--- config.mk ---
export PLATFORM = sky130hd
export DESIGN_NAME = windowed_gram_addr
export DESIGN_NICKNAME = d
export VERILOG_FILES = /design/src/rtl/win_addr_pkg.sv /design/src/rtl/win_regs.sv /design/src/rtl/win_check.sv /design/src/rtl/win_cursor.sv /design/src/rtl/win_linear.sv /design/src/rtl/windowed_gram_addr.sv
export SDC_FILE = /design/constraint.sdc
export NUM_CORES = 1
export LEC_CHECK = 0
export CORE_AREA = 2 2 125 127
export CTS_BUF_LIST = sky130_fd_sc_hd__clkbuf_8
export DETAILED_ROUTE_END_ITERATION = 16
export DIE_AREA = 0 0 127 129
export PLACE_DENSITY_LB_ADDON = 0.15
export SLEW_MARGIN = 20
export SYNTH_ARGS = -nofsm -noshare
export SYNTH_HDL_FRONTEND = slang
export SYNTH_HIERARCHICAL = 1
export SYNTH_SLANG_ARGS = --single-unit
--- constraint.sdc ---
create_clock -name clk -period 11.57 [get_ports clk]
set_clock_uncertainty 0.2 [all_clocks]
set_input_delay 2.314 -clock clk [delete_from_list [all_inputs] [get_ports clk]]
set_output_delay 2.314 -clock clk [all_outputs]
set_load 0.01 [all_outputs]
--- src/rtl/win_addr_pkg.sv ---
// Shared types for the windowed address generator.
// Assumes the four window registers sit at four consecutive indices.
package win_addr_pkg;
    // Offset of a window register from the register base.
    // The decode depends on this order.
    typedef enum logic [1:0] {
        SEL_HS = 2'd0,
        SEL_HE = 2'd1,
        SEL_VS = 2'd2,
        SEL_VE = 2'd3
    } win_sel_e;
endpackage

--- src/rtl/win_regs.sv ---
// Window bound registers with index decode.
// Loads one bound per register write and emits a one-cycle reload pulse
// on the edge after any write that hits the window range.
// Assumes REG_BASE is a multiple of 4 and DATA_W > V_W >= H_W.
module win_regs
    import win_addr_pkg::*;
#(
    parameter int H_W      = 8,
    parameter int V_W      = 9,
    parameter int IDX_W    = 8,
    parameter int DATA_W   = 16,
    parameter int REG_BASE = 'h50,
    parameter int H_MAX    = 239,
    parameter int V_MAX    = 319
) (
    input  logic              clk,
    input  logic              rst_n,
    input  logic              reg_wr,
    input  logic [IDX_W-1:0]  reg_idx,
    input  logic [DATA_W-1:0] reg_data,
    output logic [H_W-1:0]    hs,
    output logic [H_W-1:0]    he,
    output logic [V_W-1:0]    vs,
    output logic [V_W-1:0]    ve,
    output logic              reload_q
);
    localparam logic [IDX_W-1:0] BASE = IDX_W'(REG_BASE);

    logic     hit;
    win_sel_e sel;
    logic     unused_data_hi;

    // Decode a write to one of the four window registers.
    always_comb begin
        hit = reg_wr && (reg_idx[IDX_W-1:2] == BASE[IDX_W-1:2]);
        sel = win_sel_e'(reg_idx[1:0]);
    end

    assign unused_data_hi = ^reg_data[DATA_W-1:V_W];

    // Hold the bounds; reset to the full panel.
    always_ff @(posedge clk) begin
        if (!rst_n) begin
            hs <= '0;
            he <= H_W'(H_MAX);
            vs <= '0;
            ve <= V_W'(V_MAX);
        end else if (hit) begin
            case (sel)
                SEL_HS: hs <= reg_data[H_W-1:0];
                SEL_HE: he <= reg_data[H_W-1:0];
                SEL_VS: vs <= reg_data[V_W-1:0];
                SEL_VE: ve <= reg_data[V_W-1:0];
                default: ;
            endcase
        end
    end

    // Register the reload request so it sees the updated bounds.
    always_ff @(posedge clk) begin
        if (!rst_n) reload_q <= 1'b0;
        else        reload_q <= hit;
    end
endmodule

--- src/rtl/win_check.sv ---
// Bound legality check and selection of the bounds in effect.
// Illegal bounds raise err and fall back to the whole panel.
// Purely combinational; assumes H_MAX and V_MAX fit in H_W and V_W bits.
module win_check #(
    parameter int H_W   = 8,
    parameter int V_W   = 9,
    parameter int H_MAX = 239,
    parameter int V_MAX = 319
) (
    input  logic [H_W-1:0] hs,
    input  logic [H_W-1:0] he,
    input  logic [V_W-1:0] vs,
    input  logic [V_W-1:0] ve,
    output logic           err,
    output logic [H_W-1:0] hs_eff,
    output logic [H_W-1:0] he_eff,
    output logic [V_W-1:0] vs_eff,
    output logic [V_W-1:0] ve_eff
);
    localparam logic [H_W-1:0] H_LAST = H_W'(H_MAX);
    localparam logic [V_W-1:0] V_LAST = V_W'(V_MAX);

    // Flag bounds out of order or beyond the panel edge.
    always_comb begin
        err = (hs >= he) || (he > H_LAST) || (vs >= ve) || (ve > V_LAST);
    end

    // Select the programmed window or the full-panel fallback.
    always_comb begin
        if (err) begin
            hs_eff = '0;
            he_eff = H_LAST;
            vs_eff = '0;
            ve_eff = V_LAST;
        end else begin
            hs_eff = hs;
            he_eff = he;
            vs_eff = vs;
            ve_eff = ve;
        end
    end
endmodule

--- src/rtl/win_cursor.sv ---
// Current column and row inside the window in effect.
// A reload wins over a strobe. Assumes the position is inside the bounds
// whenever a strobe is taken; the >= compares keep it bounded anyway.
module win_cursor #(
    parameter int H_W = 8,
    parameter int V_W = 9
) (
    input  logic           clk,
    input  logic           rst_n,
    input  logic           reload,
    input  logic           step,
    input  logic [H_W-1:0] hs_eff,
    input  logic [H_W-1:0] he_eff,
    input  logic [V_W-1:0] vs_eff,
    input  logic [V_W-1:0] ve_eff,
    output logic [H_W-1:0] h_cur,
    output logic [V_W-1:0] v_cur
);
    logic row_end;
    logic col_end;

    // Detect the right and bottom edges.
    always_comb begin
        col_end = (h_cur >= he_eff);
        row_end = (v_cur >= ve_eff);
    end

    // Move the position: reload to top-left, or step with wrap.
    always_ff @(posedge clk) begin
        if (!rst_n) begin
            h_cur <= '0;
            v_cur <= '0;
        end else if (reload) begin
            h_cur <= hs_eff;
            v_cur <= vs_eff;
        end else if (step) begin
            if (col_end) begin
                h_cur <= hs_eff;
                v_cur <= row_end ? vs_eff : v_cur + 1'b1;
            end else begin
                h_cur <= h_cur + 1'b1;
            end
        end
    end
endmodule

--- src/rtl/win_linear.sv ---
// Flat address from column and row: row * ROW_LEN + column.
// Combinational; assumes LIN_W holds ROW_LEN * rows.
module win_linear #(
    parameter int H_W     = 8,
    parameter int V_W     = 9,
    parameter int ROW_LEN = 240,
    parameter int LIN_W   = 17
) (
    input  logic [H_W-1:0]   h_cur,
    input  logic [V_W-1:0]   v_cur,
    output logic [LIN_W-1:0] lin
);
    localparam logic [LIN_W-1:0] ROW_K = LIN_W'(ROW_LEN);

    // Multiply by the constant row length and add the column.
    always_comb begin
        lin = LIN_W'(v_cur) * ROW_K + LIN_W'(h_cur);
    end
endmodule

--- src/rtl/windowed_gram_addr.sv ---
// Windowed display-memory write address generator (top).
// The register port programs a rectangle. Each pixel strobe walks it in
// row-major order and wraps inside it. Illegal bounds fall back to the
// whole panel and raise win_err.
// Assumes a single clock domain and a synchronous active-low reset.
module windowed_gram_addr #(
    parameter int H_W      = 8,
    parameter int V_W      = 9,
    parameter int IDX_W    = 8,
    parameter int DATA_W   = 16,
    parameter int REG_BASE = 'h50,
    parameter int H_MAX    = 239,
    parameter int V_MAX    = 319,
    parameter int LIN_W    = $clog2((H_MAX + 1) * (V_MAX + 1))
) (
    input  logic              clk,
    input  logic              rst_n,
    input  logic              reg_wr,
    input  logic [IDX_W-1:0]  reg_idx,
    input  logic [DATA_W-1:0] reg_data,
    input  logic              pix_wr,
    output logic [H_W-1:0]    h_addr,
    output logic [V_W-1:0]    v_addr,
    output logic [LIN_W-1:0]  lin_addr,
    output logic              win_err
);
    logic [H_W-1:0] hs, he, hs_eff, he_eff;
    logic [V_W-1:0] vs, ve, vs_eff, ve_eff;
    logic           reload_q;

    win_regs #(
        .H_W(H_W), .V_W(V_W), .IDX_W(IDX_W), .DATA_W(DATA_W),
        .REG_BASE(REG_BASE), .H_MAX(H_MAX), .V_MAX(V_MAX)
    ) u_regs (
        .clk(clk), .rst_n(rst_n), .reg_wr(reg_wr), .reg_idx(reg_idx),
        .reg_data(reg_data), .hs(hs), .he(he), .vs(vs), .ve(ve),
        .reload_q(reload_q)
    );

    win_check #(
        .H_W(H_W), .V_W(V_W), .H_MAX(H_MAX), .V_MAX(V_MAX)
    ) u_check (
        .hs(hs), .he(he), .vs(vs), .ve(ve), .err(win_err),
        .hs_eff(hs_eff), .he_eff(he_eff), .vs_eff(vs_eff), .ve_eff(ve_eff)
    );

    win_cursor #(
        .H_W(H_W), .V_W(V_W)
    ) u_cursor (
        .clk(clk), .rst_n(rst_n), .reload(reload_q), .step(pix_wr),
        .hs_eff(hs_eff), .he_eff(he_eff), .vs_eff(vs_eff), .ve_eff(ve_eff),
        .h_cur(h_addr), .v_cur(v_addr)
    );

    win_linear #(
        .H_W(H_W), .V_W(V_W), .ROW_LEN(H_MAX + 1), .LIN_W(LIN_W)
    ) u_linear (
        .h_cur(h_addr), .v_cur(v_addr), .lin(lin_addr)
    );
endmodule

==> impl_metrics.yaml <==
power:
  switching_share_pct: 26.67
  combPwrFrac_pct: 7.8
  power.switching_uw: 86.06
  cellPowerDensity_nw_per_um2: 55.20
  ir_drop_uv: 50.22
  internal_power_uw: 236.6
  leakagePower_uw: 0.002724
  clockPowerShare_pct: 36.1
  power_frac_seq_pct: 56.1
min_path:
  hold_depth: 2
  hold_path_class: "reg2reg"
  hold_path.startpoint: "u_regs/vs[0]"
  min_to: "u_regs/vs[0]"
grt:
  grt_max_degree: 46
  antenna_found_initial: 0
  track_usage_pct: 15.82
  grt_pass1_vias: 4397
  grt_pass1_wl_um: 21510
  grt_overflow: 0
sta:
  fin_crit_sh_pct: 61.54
  rsz0062_at_grt: "no"
  finalSetupTns_ns: 0
  period_needed_ns: 7.121
  worstMarginPinSlew_ns: 1.088
  finalSetupViolCount: 0
  drv_slew: 0
  hold_viol: 0
  relSlewSlack_pct: 27.23
  max_freq_ghz: 0.1404
  worst_slack_ns: 4.449
layout:
  fin_area_um2: 5846
  layout_commonest_cell: "inv_1"
  fillers: 1541
  final_nets: 762
  seq_area_um2: 1041
  syn2layout_area_growth_pct: 13.84
  drive_gt1_share_pct: 4.977
  multi_input_area_um2: 3611
  layout_common_cells: "inv_1 (69), nand2_1 (68), ha_1 (56)"
  diodes: 0
critical_path:
  cp-start-kind: "flip-flop"
  r2r-end: "u_cursor/v_cur[0]"
  r2r_slack_ns: 6.81
  crit_type: "reg2out"
  timing.rr.start: "u_regs/he[7]"
  reg2regPathDepth: 13
  path_max_fanout: 8
  cp.arrival_ns: 4.61
  worst_setup_path_end_kind: "primary output"
  required_ns: 9.06
place:
  dpl_cell_area_um2: 5749
  port_buffers: 55
  place_ws_ns: 4.739
  place_congestion: 0.7763
  hpwlAfterDp_um: 10140
floorplan:
  rows: 45
  die_area_um2: 16380
  die_h_um: 129
  io_pins: 63
  initial_core_util_pct: 34.29
  die-width_um: 127
  coreArea_um2: 14980
synth:
  syn_avg_cell_area_um2: 8.099
  synth_fp_nets: 734
  ys_types: 63
  synth-seq-cells: 52
  ys_seq_area_share_pct: 20.27
  yosys_warnings: 6
  synth_top_flop_cell: "dfxtp_1"
  synthCells: 634
  ys_async_sr_fraction_pct: 0
  synth_edf_count: 0
  synth_area_um2: 5135
detailed_routing:
  dr.pass1.iters: 4
  ant_nets: 0
  postRouteWirelength_um: 12710
  route.detailed.drc: 0
  vias: 4533
  viasPerCell: 5.327
  wl_per_cell_um: 14.93
  drtIter0Drc: 207
clocking:
  post-cts-setup-buffers: 0
  clk_latency_ns: 0.32
  htreeDepth: 2
  clk_pin_slew_ns: 0.11
  cts_resized: 0
  cts_buffers: 5
  cts.path.max_buffers: 2
  cts_tree: "done"
  cts_hold_buf: 0
  cts_sinks: 52
  root_buffer: "clkbuf_8"
job:
  drv_cap: 0
run_status:
  status: "completed"
## area by class of cell
class | instances | share of cell area [%]
multi-input combinational | 472 | 61.77
clock buffer | 5 | 1.177
timing repair buffer | 62 | 10.32
sequential | 52 | 17.81
tap | 188 | 4.024
clock inverter | 3 | 0.4709
inverter | 69 | 4.431
## metrics by stage
stage / total power (uW) / util, % / hold WS [ns] / cells
2_1_floorplan: 197.5 / - / 0.2479 / 634
3_3_place_gp: 209.9 / 38.39 / 0.2823 / 843
3_5_place_dp: 210.3 / 38.39 / 0.2797 / 843
4_1_cts: 327.1 / 39.03 / 0.3009 / 851
5_1_grt: 335.7 / 39.03 / 0.3290 / 851
6_report: 322.7 / 39.03 / 0.2960 / 851
## layer usage
| metal | track usage [%] | up-vias | part of all wire (%) |
|---|---|---|---|
| met2 | 28.12 | 88 | 48 |
| met3 | 1.580 | 7 | 3.0 |
| met1 | 21.04 | 2148 | 48 |
| li1 | - | 2290 | - |
| met5 | 0 | - | 0 |
| met4 | 3.103 | 0 | 0.76 |
## logic make-up (layout without fill, tap and decap cells)
family                     Yosys count  count (layout)  synth area share [%]
and+or+nand+nor                    175             175                 16.30
AOI/OAI and AO/OA                  158             158                 21.42
buffers and inverters              110             139                 9.527
adders and majority gates           72              72                 19.88
DFF                                 52              52                 20.27
muxes                               48              48                 9.357
xor gates and xnor gates            19              19                 3.241
## registers in the layout, indices dropped and copies added (netlist names)
signal,cells
u_cursor/v_cur,9
u_regs/ve,9
u_regs/vs,9
u_cursor/h_cur,8
u_regs/he,8
u_regs/hs,8
u_regs/reload_q,1
## synth_stat cells (all sizes together) (2+ instances only)
library cell | number | area share (%)
nor2b | 6 | 0.73
clkbuf | 14 | 1.0
mux2i | 48 | 9.4
o21ai | 13 | 1.3
o211a | 3 | 0.58
nor3 | 6 | 0.68
nand4 | 3 | 0.37
dfxtp | 52 | 20
o22ai | 11 | 1.3
inv | 69 | 5.0
ha | 56 | 14
buf | 27 | 3.5
a21o | 5 | 0.73
o21a | 6 | 0.88
and2 | 2 | 0.24
nand2 | 68 | 5.0
nand2b | 4 | 0.49
nor4 | 2 | 0.54
xor2 | 3 | 0.51
a211oi | 11 | 1.9
o2111ai | 20 | 3.4
or2 | 6 | 0.73
or3 | 4 | 0.58
xnor2 | 16 | 2.7
a31oi | 5 | 0.61
or4 | 3 | 0.44
o211ai | 17 | 2.6
a21oi | 55 | 5.4
nand3 | 19 | 1.9
and4 | 3 | 0.51
fa | 16 | 6.2
nor2 | 43 | 3.1
## critical path, stage by stage (launching register included)
cell             delay, ns
dfxtp_1               0.53
inv_1                 0.23
fa_1                  0.53
fa_1                  0.51
inv_1                 0.04
ha_1                  0.36
a21oi_2               0.25
nand2b_1              0.17
and3b_1               0.39
o211a_1               0.22
o32ai_2               0.10
nor4_1                0.26
xnor2_1               0.16
clkdlybuf4s50_1       0.55
## how the worst max path moves through the flow
stage                     cells past startpoint            to              start
after detailed placement                     13  lin_addr[16]  u_cursor/v_cur[3]
after global routing                         13  lin_addr[16]  u_cursor/v_cur[3]
final                                        13  lin_addr[16]  u_cursor/v_cur[3]
after CTS                                    13  lin_addr[16]  u_cursor/v_cur[3]
after floorplan                              13  lin_addr[15]  u_cursor/v_cur[4]
after global placement                       13  lin_addr[16]  u_cursor/v_cur[3]
## power groups by stage
stage	clock, uW	combinational [uW]	sequential [uW]
finish	117	25.0	181
global route	127	27.3	181
CTS	121	25.1	181
detailed placement	0	25.1	185
global placement	0	24.7	185
floorplan	0	12.4	185
Power figures use the tool's default switching activity.
